<file path="src/rtl/mt_rename_pkg.sv">
package mt_rename_pkg;
  parameter int unsigned RN_THREADS = 2;
  parameter int unsigned RN_AREGS   = 8;
  parameter int unsigned RN_PREGS   = 32;
endpackage

</file>
<file path="src/rtl/mt_free_list.sv">
module mt_free_list #(
  parameter int unsigned NP     = 32,
  parameter int unsigned NRES   = 16,
  localparam int unsigned PREG_W = $clog2(NP)
) (
  input  logic              clk_i,
  input  logic              rst_ni,
  input  logic              alloc_i,
  output logic              avail_o,
  output logic [PREG_W-1:0] alloc_tag_o,
  input  logic [NP-1:0]     release_i,
  output logic [NP-1:0]     free_o
);
  logic [NP-1:0] free_q, free_d, take;

  // lowest free index wins
  always_comb begin
    alloc_tag_o = '0;
    for (int i = NP - 1; i >= 0; i--) begin
      if (free_q[i]) alloc_tag_o = PREG_W'(i);
    end
  end

  assign avail_o = |free_q;
  assign take    = (alloc_i && avail_o) ? (NP'(1) << alloc_tag_o) : '0;
  assign free_d  = (free_q & ~take) | release_i;
  assign free_o  = free_q;

  always_ff @(posedge clk_i or negedge rst_ni) begin
    if (!rst_ni) begin
      for (int i = 0; i < NP; i++) free_q[i] <= (i >= NRES);
    end else begin
      free_q <= free_d;
    end
  end
endmodule

</file>
<file path="src/rtl/mt_map_table.sv">
module mt_map_table #(
  parameter int unsigned NT = 2,
  parameter int unsigned NA = 8,
  parameter int unsigned NP = 32,
  localparam int unsigned TID_W  = $clog2(NT),
  localparam int unsigned AREG_W = $clog2(NA),
  localparam int unsigned PREG_W = $clog2(NP),
  localparam int unsigned IDX_W  = TID_W + AREG_W,
  localparam int unsigned NE     = NT * NA
) (
  input  logic                         clk_i,
  input  logic                         rst_ni,
  input  logic [IDX_W-1:0]             rd0_idx_i,
  input  logic [IDX_W-1:0]             rd1_idx_i,
  input  logic [IDX_W-1:0]             rdd_idx_i,
  output logic [PREG_W-1:0]            rd0_tag_o,
  output logic [PREG_W-1:0]            rd1_tag_o,
  output logic [PREG_W-1:0]            rdd_tag_o,
  input  logic                         wr_en_i,
  input  logic [IDX_W-1:0]             wr_idx_i,
  input  logic [PREG_W-1:0]            wr_tag_i,
  input  logic [NT-1:0]                cmt_en_i,
  input  logic [NT-1:0][AREG_W-1:0]    cmt_areg_i,
  input  logic [NT-1:0][PREG_W-1:0]    cmt_tag_i,
  output logic [NT-1:0][PREG_W-1:0]    cmt_old_o,
  input  logic [NT-1:0]                flush_i
);
  logic [PREG_W-1:0] spec_q [NE];
  logic [PREG_W-1:0] spec_d [NE];
  logic [PREG_W-1:0] arch_q [NE];
  logic [PREG_W-1:0] arch_d [NE];

  assign rd0_tag_o = spec_q[rd0_idx_i];
  assign rd1_tag_o = spec_q[rd1_idx_i];
  assign rdd_tag_o = spec_q[rdd_idx_i];

  for (genvar t = 0; t < NT; t++) begin : g_old
    assign cmt_old_o[t] = arch_q[{TID_W'(t), cmt_areg_i[t]}];
  end

  always_comb begin
    arch_d = arch_q;
    for (int t = 0; t < NT; t++) begin
      if (cmt_en_i[t]) arch_d[{TID_W'(t), cmt_areg_i[t]}] = cmt_tag_i[t];
    end
    spec_d = spec_q;
    if (wr_en_i) spec_d[wr_idx_i] = wr_tag_i;
    // flush sees this cycle's commit
    for (int t = 0; t < NT; t++) begin
      for (int a = 0; a < NA; a++) begin
        if (flush_i[t]) spec_d[t*NA+a] = arch_d[t*NA+a];
      end
    end
  end

  always_ff @(posedge clk_i or negedge rst_ni) begin
    if (!rst_ni) begin
      for (int i = 0; i < NE; i++) begin
        spec_q[i] <= PREG_W'(i);
        arch_q[i] <= PREG_W'(i);
      end
    end else begin
      spec_q <= spec_d;
      arch_q <= arch_d;
    end
  end
endmodule

</file>
<file path="src/rtl/mt_rename_top.sv">
module mt_rename_top
  import mt_rename_pkg::*;
#(
  parameter int unsigned NT = RN_THREADS,
  parameter int unsigned NA = RN_AREGS,
  parameter int unsigned NP = RN_PREGS,
  localparam int unsigned TID_W  = $clog2(NT),
  localparam int unsigned AREG_W = $clog2(NA),
  localparam int unsigned PREG_W = $clog2(NP)
) (
  input  logic                      clk_i,
  input  logic                      rst_ni,
  input  logic                      ren_valid_i,
  input  logic [TID_W-1:0]          ren_tid_i,
  input  logic [AREG_W-1:0]         ren_src0_i,
  input  logic [AREG_W-1:0]         ren_src1_i,
  input  logic [AREG_W-1:0]         ren_dst_i,
  output logic                      ren_ready_o,
  output logic [PREG_W-1:0]         src0_tag_o,
  output logic [PREG_W-1:0]         src1_tag_o,
  output logic [PREG_W-1:0]         dst_tag_o,
  output logic [PREG_W-1:0]         old_tag_o,
  input  logic [NT-1:0]             cmt_valid_i,
  input  logic [NT-1:0][AREG_W-1:0] cmt_areg_i,
  input  logic [NT-1:0][PREG_W-1:0] cmt_tag_i,
  input  logic [NT-1:0]             flush_i
);
  logic                      fl_avail, fire;
  logic [PREG_W-1:0]         alloc_tag;
  logic [NP-1:0]             release_vec, free_vec;
  logic [NT-1:0][NP-1:0]     rel_thr;
  logic [NT-1:0][PREG_W-1:0] cmt_old;

  assign ren_ready_o = fl_avail && !flush_i[ren_tid_i];
  assign fire        = ren_valid_i && ren_ready_o;
  assign dst_tag_o   = alloc_tag;

  mt_free_list #(.NP(NP), .NRES(NT * NA)) u_free (
    .clk_i      (clk_i),
    .rst_ni     (rst_ni),
    .alloc_i    (fire),
    .avail_o    (fl_avail),
    .alloc_tag_o(alloc_tag),
    .release_i  (release_vec),
    .free_o     (free_vec)
  );

  mt_map_table #(.NT(NT), .NA(NA), .NP(NP)) u_map (
    .clk_i     (clk_i),
    .rst_ni    (rst_ni),
    .rd0_idx_i ({ren_tid_i, ren_src0_i}),
    .rd1_idx_i ({ren_tid_i, ren_src1_i}),
    .rdd_idx_i ({ren_tid_i, ren_dst_i}),
    .rd0_tag_o (src0_tag_o),
    .rd1_tag_o (src1_tag_o),
    .rdd_tag_o (old_tag_o),
    .wr_en_i   (fire),
    .wr_idx_i  ({ren_tid_i, ren_dst_i}),
    .wr_tag_i  (alloc_tag),
    .cmt_en_i  (cmt_valid_i),
    .cmt_areg_i(cmt_areg_i),
    .cmt_tag_i (cmt_tag_i),
    .cmt_old_o (cmt_old),
    .flush_i   (flush_i)
  );

  // per-thread record of tags allocated but not yet committed
  for (genvar t = 0; t < NT; t++) begin : g_thr
    logic [NP-1:0] own_q, cmt_oh, new_oh, old_oh;
    assign cmt_oh = cmt_valid_i[t] ? (NP'(1) << cmt_tag_i[t]) : '0;
    assign old_oh = cmt_valid_i[t] ? (NP'(1) << cmt_old[t]) : '0;
    assign new_oh = (fire && ren_tid_i == TID_W'(t)) ? (NP'(1) << alloc_tag) : '0;
    assign rel_thr[t] = old_oh | (flush_i[t] ? (own_q & ~cmt_oh) : '0);

    always_ff @(posedge clk_i or negedge rst_ni) begin
      if (!rst_ni)         own_q <= '0;
      else if (flush_i[t]) own_q <= '0;
      else                 own_q <= (own_q & ~cmt_oh) | new_oh;
    end
  end

  always_comb begin
    release_vec = '0;
    for (int t = 0; t < NT; t++) release_vec |= rel_thr[t];
  end
endmodule

</file>
<file path="config.mk">
export PLATFORM = sky130hd
export DESIGN_NAME = mt_rename_top
export DESIGN_NICKNAME = d
export VERILOG_FILES = /design/src/rtl/mt_rename_pkg.sv /design/src/rtl/mt_free_list.sv /design/src/rtl/mt_map_table.sv /design/src/rtl/mt_rename_top.sv
export SDC_FILE = /design/constraint.sdc
export NUM_CORES = 1
export LEC_CHECK = 0
export BUFFER_PORTS_ARGS = -buffer_cell sky130_fd_sc_hd__buf_2
export CAP_MARGIN = 0
export CORE_MARGIN = 2
export CORE_UTILIZATION = 45
export DETAILED_ROUTE_END_ITERATION = 8
export PLACE_DENSITY_LB_ADDON = 0.25
export SLEW_MARGIN = 5
export SYNTH_ARGS = -nofsm -noshare
export SYNTH_HDL_FRONTEND = slang
export SYNTH_HIERARCHICAL = 1
export SYNTH_SLANG_ARGS = --single-unit
</file>
<file path="constraint.sdc">
create_clock -name clk_i -period 4.5 [get_ports clk_i]
set_clock_uncertainty 0.2 [all_clocks]
set_input_delay 0.675 -clock clk_i [delete_from_list [all_inputs] [get_ports clk_i]]
set_output_delay 0.675 -clock clk_i [all_outputs]
set_load 0.02 [all_outputs]
</file>
==> results.json <==
{
  "p_int_w": 0.00566,
  "gp_congestion": 0.917,
  "die-area_um2": 36600,
  "pwr-share-clk_pct": 30.0,
  "power.switching_w": 0.00300,
  "wl_um": 49600,
  "timing.critical_path.from": "u_free/free_o[20]",
  "die_x_um": 191,
  "die_height_um": 191,
  "rsz0062_at_grt": "no",
  "layout_commonest_cell": "dfrtp_1",
  "dp_hpwl_um": 34700,
  "drv_slew": 0,
  "nets": 1410,
  "async_flop_share_pct": 100,
  "timing.final.crit_share_pct": 93.0,
  "final-hold-violation-count": 8,
  "stdcell_count": 1856,
  "yosysSeqAreaShare_pct": 41.2,
  "drcViolationCount": 0,
  "cap_violations": 0,
  "power_density_nw_per_um2": 496,
  "status": "finished, violations left",
  "tns_ns": 0,
  "yosysUniqueCellTypes": 73,
  "combPwrFrac_pct": 30.5,
  "numCtsBuffers": 30,
  "drtIter0Drc": 1066,
  "core_um2": 34500,
  "clkSinkCount": 256,
  "syn_nets": 1399,
  "synth-edff-count": 0,
  "path_delay_family": "compound AO/OA/AOI/OAI gates",
  "grt_pass1_vias": 12200,
  "max_stage_delay_ns": 0.55,
  "synthesis.instances": 1366,
  "cp-end-kind": "output pin",
  "yosysTopAreaCell": "dfrtp_1",
  "worstPathCellList": "or3_1, a221oi_1, o21ai_1, a211o_1, a21oi_4, buf_4, buf_2",
  "worstHoldPathType": "primary input to async pin",
  "place.port_buffers": 53,
  "period_needed_ns": 4.19,
  "reg2reg_depth": 10,
  "synth.top_cell.area_share_pct": 27.9,
  "antenna_found_initial": 1,
  "cp_num_buf_inv": 2,
  "slew-limit-headroom_pct": 39.3,
  "clock_latency_ns": 0.58,
  "rows": 68,
  "grt-ovfl-total": 0,
  "diodes": 0,
  "via_count": 12400,
  "htreeDepth": 1,
  "cp.depth": 7,
  "postRouteAntennaNets": 0,
  "syn-cell-area_um2": 15800,
  "viasPerCell": 6.66,
  "drt-pass1-iter-count": 5,
  "cts_resized": 0,
  "clock-root-buffer": "clkbuf_16",
  "crit_fanout": 20,
  "clockBufferDepth": 3,
  "dp_cells": 1800,
  "holdBufCountCts": 0,
  "cts_setup_buffers": 0,
  "r2r_slack_ns": 0.78,
  "final_cell_mix": "dfrtp_1 (176), mux2_2 (152), o21ai_0 (97)",
  "fmax_mhz": 239,
  "initial_core_util_pct": 45.7,
  "endpoint": "dst_tag_o[0]",
  "path_class": "flop to output pin",
  "rr_endpoint": "u_map/spec_q[72]",
  "clk_pin_slew_ns": 0.06,
  "final_util_pct": 50.5,
  "worstMarginPinSlew_ns": 0.910,
  "leakage_nw": 6.45,
  "synth_area_per_cell_um2": 11.5,
  "setup_viol": 0,
  "swShare_pct": 34.7,
  "cts_tree": "yes",
  "ir_worst_vdd_mv": 0.423,
  "r2r-start": "u_free/free_o[19]",
  "yosys_register_bits": 256,
  "wl_per_cell_um": 26.7,
  "grtUsageTotal_pct": 27.7,
  "cp.arrival_ns": 3.31,
  "synth_warnings": 6,
  "synth.area.top_cells": "dfrtp_1 (28%), dfstp_2 (13%), mux4_2 (11%)",
  "grt_max_degree": 106,
  "cp_slowest_cell": "a21oi_4",
  "hold_ws_ns": -0.0418,
  "worstPathRequired_ns": 3.62,
  "cp-start-kind": "flop",
  "drive_gt1_share_pct": 36.4,
  "ys.flop_type": "dfrtp_1",
  "violations": "hold timing",
  "grt_pass1_wl_um": 77000,
  "p_seq_share_pct": 39.4,
  "io_pins": 54,
  "syn_to_final_growth_pct": 10.7
}
## through the flow
stage / instance area [µm²] / total power, W / setup slack, ns
after floorplan: 15800 / 0.00514 / 1.13
after global placement: 16400 / 0.00595 / 0.779
after detailed placement: 16400 / 0.00602 / 0.737
after CTS: 17500 / 0.00865 / 0.126
after global routing: 17500 / 0.00905 / 0.140
final: 17500 / 0.00866 / 0.313
## worst reg2reg max path, delay by kind of cell, from the launching register on
family,cells,cell delay [ns]
simple gates,7,2.15
mux,2,0.64
flops,1,0.39
compound gates,1,0.21
## power groups by stage
stage | clock, W | sequential, W | combinational, W
after floorplan | 0 | 0.00324 | 0.00190
after global placement | 0 | 0.00340 | 0.00255
after detailed placement | 0 | 0.00343 | 0.00259
after CTS | 0.00265 | 0.00340 | 0.00260
after global routing | 0.00273 | 0.00349 | 0.00282
final | 0.00260 | 0.00342 | 0.00264
## final cells by class
cell class,count,area (µm²)
inverter,11,46.3
clock inverter,14,175
fill,3115,17100
sequential,256,6510
tap,455,569
multi-input combinational,1001,8790
clock buffer,42,887
timing repair buffer,77,483
## sequential cells by signal, summed over array words and instances (netlist names)
signal,count
g_thr.own_q,64
u_map/arch_q,80
u_map/spec_q,80
u_free/free_o,32
## metal layers
layer / global-route usage (%) / share of wire [%] / vias up
met5: 0 / 0 / -
met4: 8.61 / 3.0 / 0
met3: 3.23 / 6.7 / 91
met2: 45.3 / 49 / 518
met1: 38.5 / 42 / 6402
li1: - / - / 5353
## kinds of logic (layout without fill, tap and decap cells)
kind of cell           after synthesis  after routing  synth area share [%]
multiplexers                       290            290                  26.1
AO/OA/AOI/OAI                      319            319                  14.4
buffers and inverters              109            144                  3.26
flip-flops                         256            256                  41.2
AND/OR/NAND/NOR                    392            392                  15.0
## synth_stat cells (5+ instances only)
master / number
mux4_2: 80
buf_2: 24
buf_1: 15
nor3b_2: 5
nand2_1: 69
o211ai_1: 23
and4bb_2: 6
a41oi_1: 12
nand4b_1: 19
clkbuf_1: 49
a41oi_2: 18
dfrtp_1: 176
o21ai_0: 97
dfstp_2: 80
nand2b_1: 18
o22a_1: 32
o31ai_1: 6
or2_2: 6
nor3_2: 5
mux2_2: 152
nand4_1: 6
nand4bb_1: 11
mux2_1: 18
nor2_1: 84
nand3b_1: 36
or4_1: 6
nor2b_1: 13
buf_6: 6
or3_1: 5
a22oi_1: 15
nand3_1: 64
nor4_1: 7
a21oi_1: 67
inv_1: 9
mux2i_1: 40
o221ai_1: 20
## how the worst min path moves through the flow
| stage | depth (start not counted) | slack, ns | endpoint |
|---|---|---|---|
| global route | 1 | 0.03 | u_free/free_o[5] |
| detailed placement | 1 | 0.31 | u_map/arch_q[64] |
| global placement | 1 | 0.30 | u_map/arch_q[45] |
| floorplan | 0 | 0.18 | g_thr[0].own_q[0] |
| CTS | 1 | 0.03 | u_free/free_o[7] |
| finish | 1 | -0.04 | u_free/free_o[7] |
(Power assumes the default switching activity.)
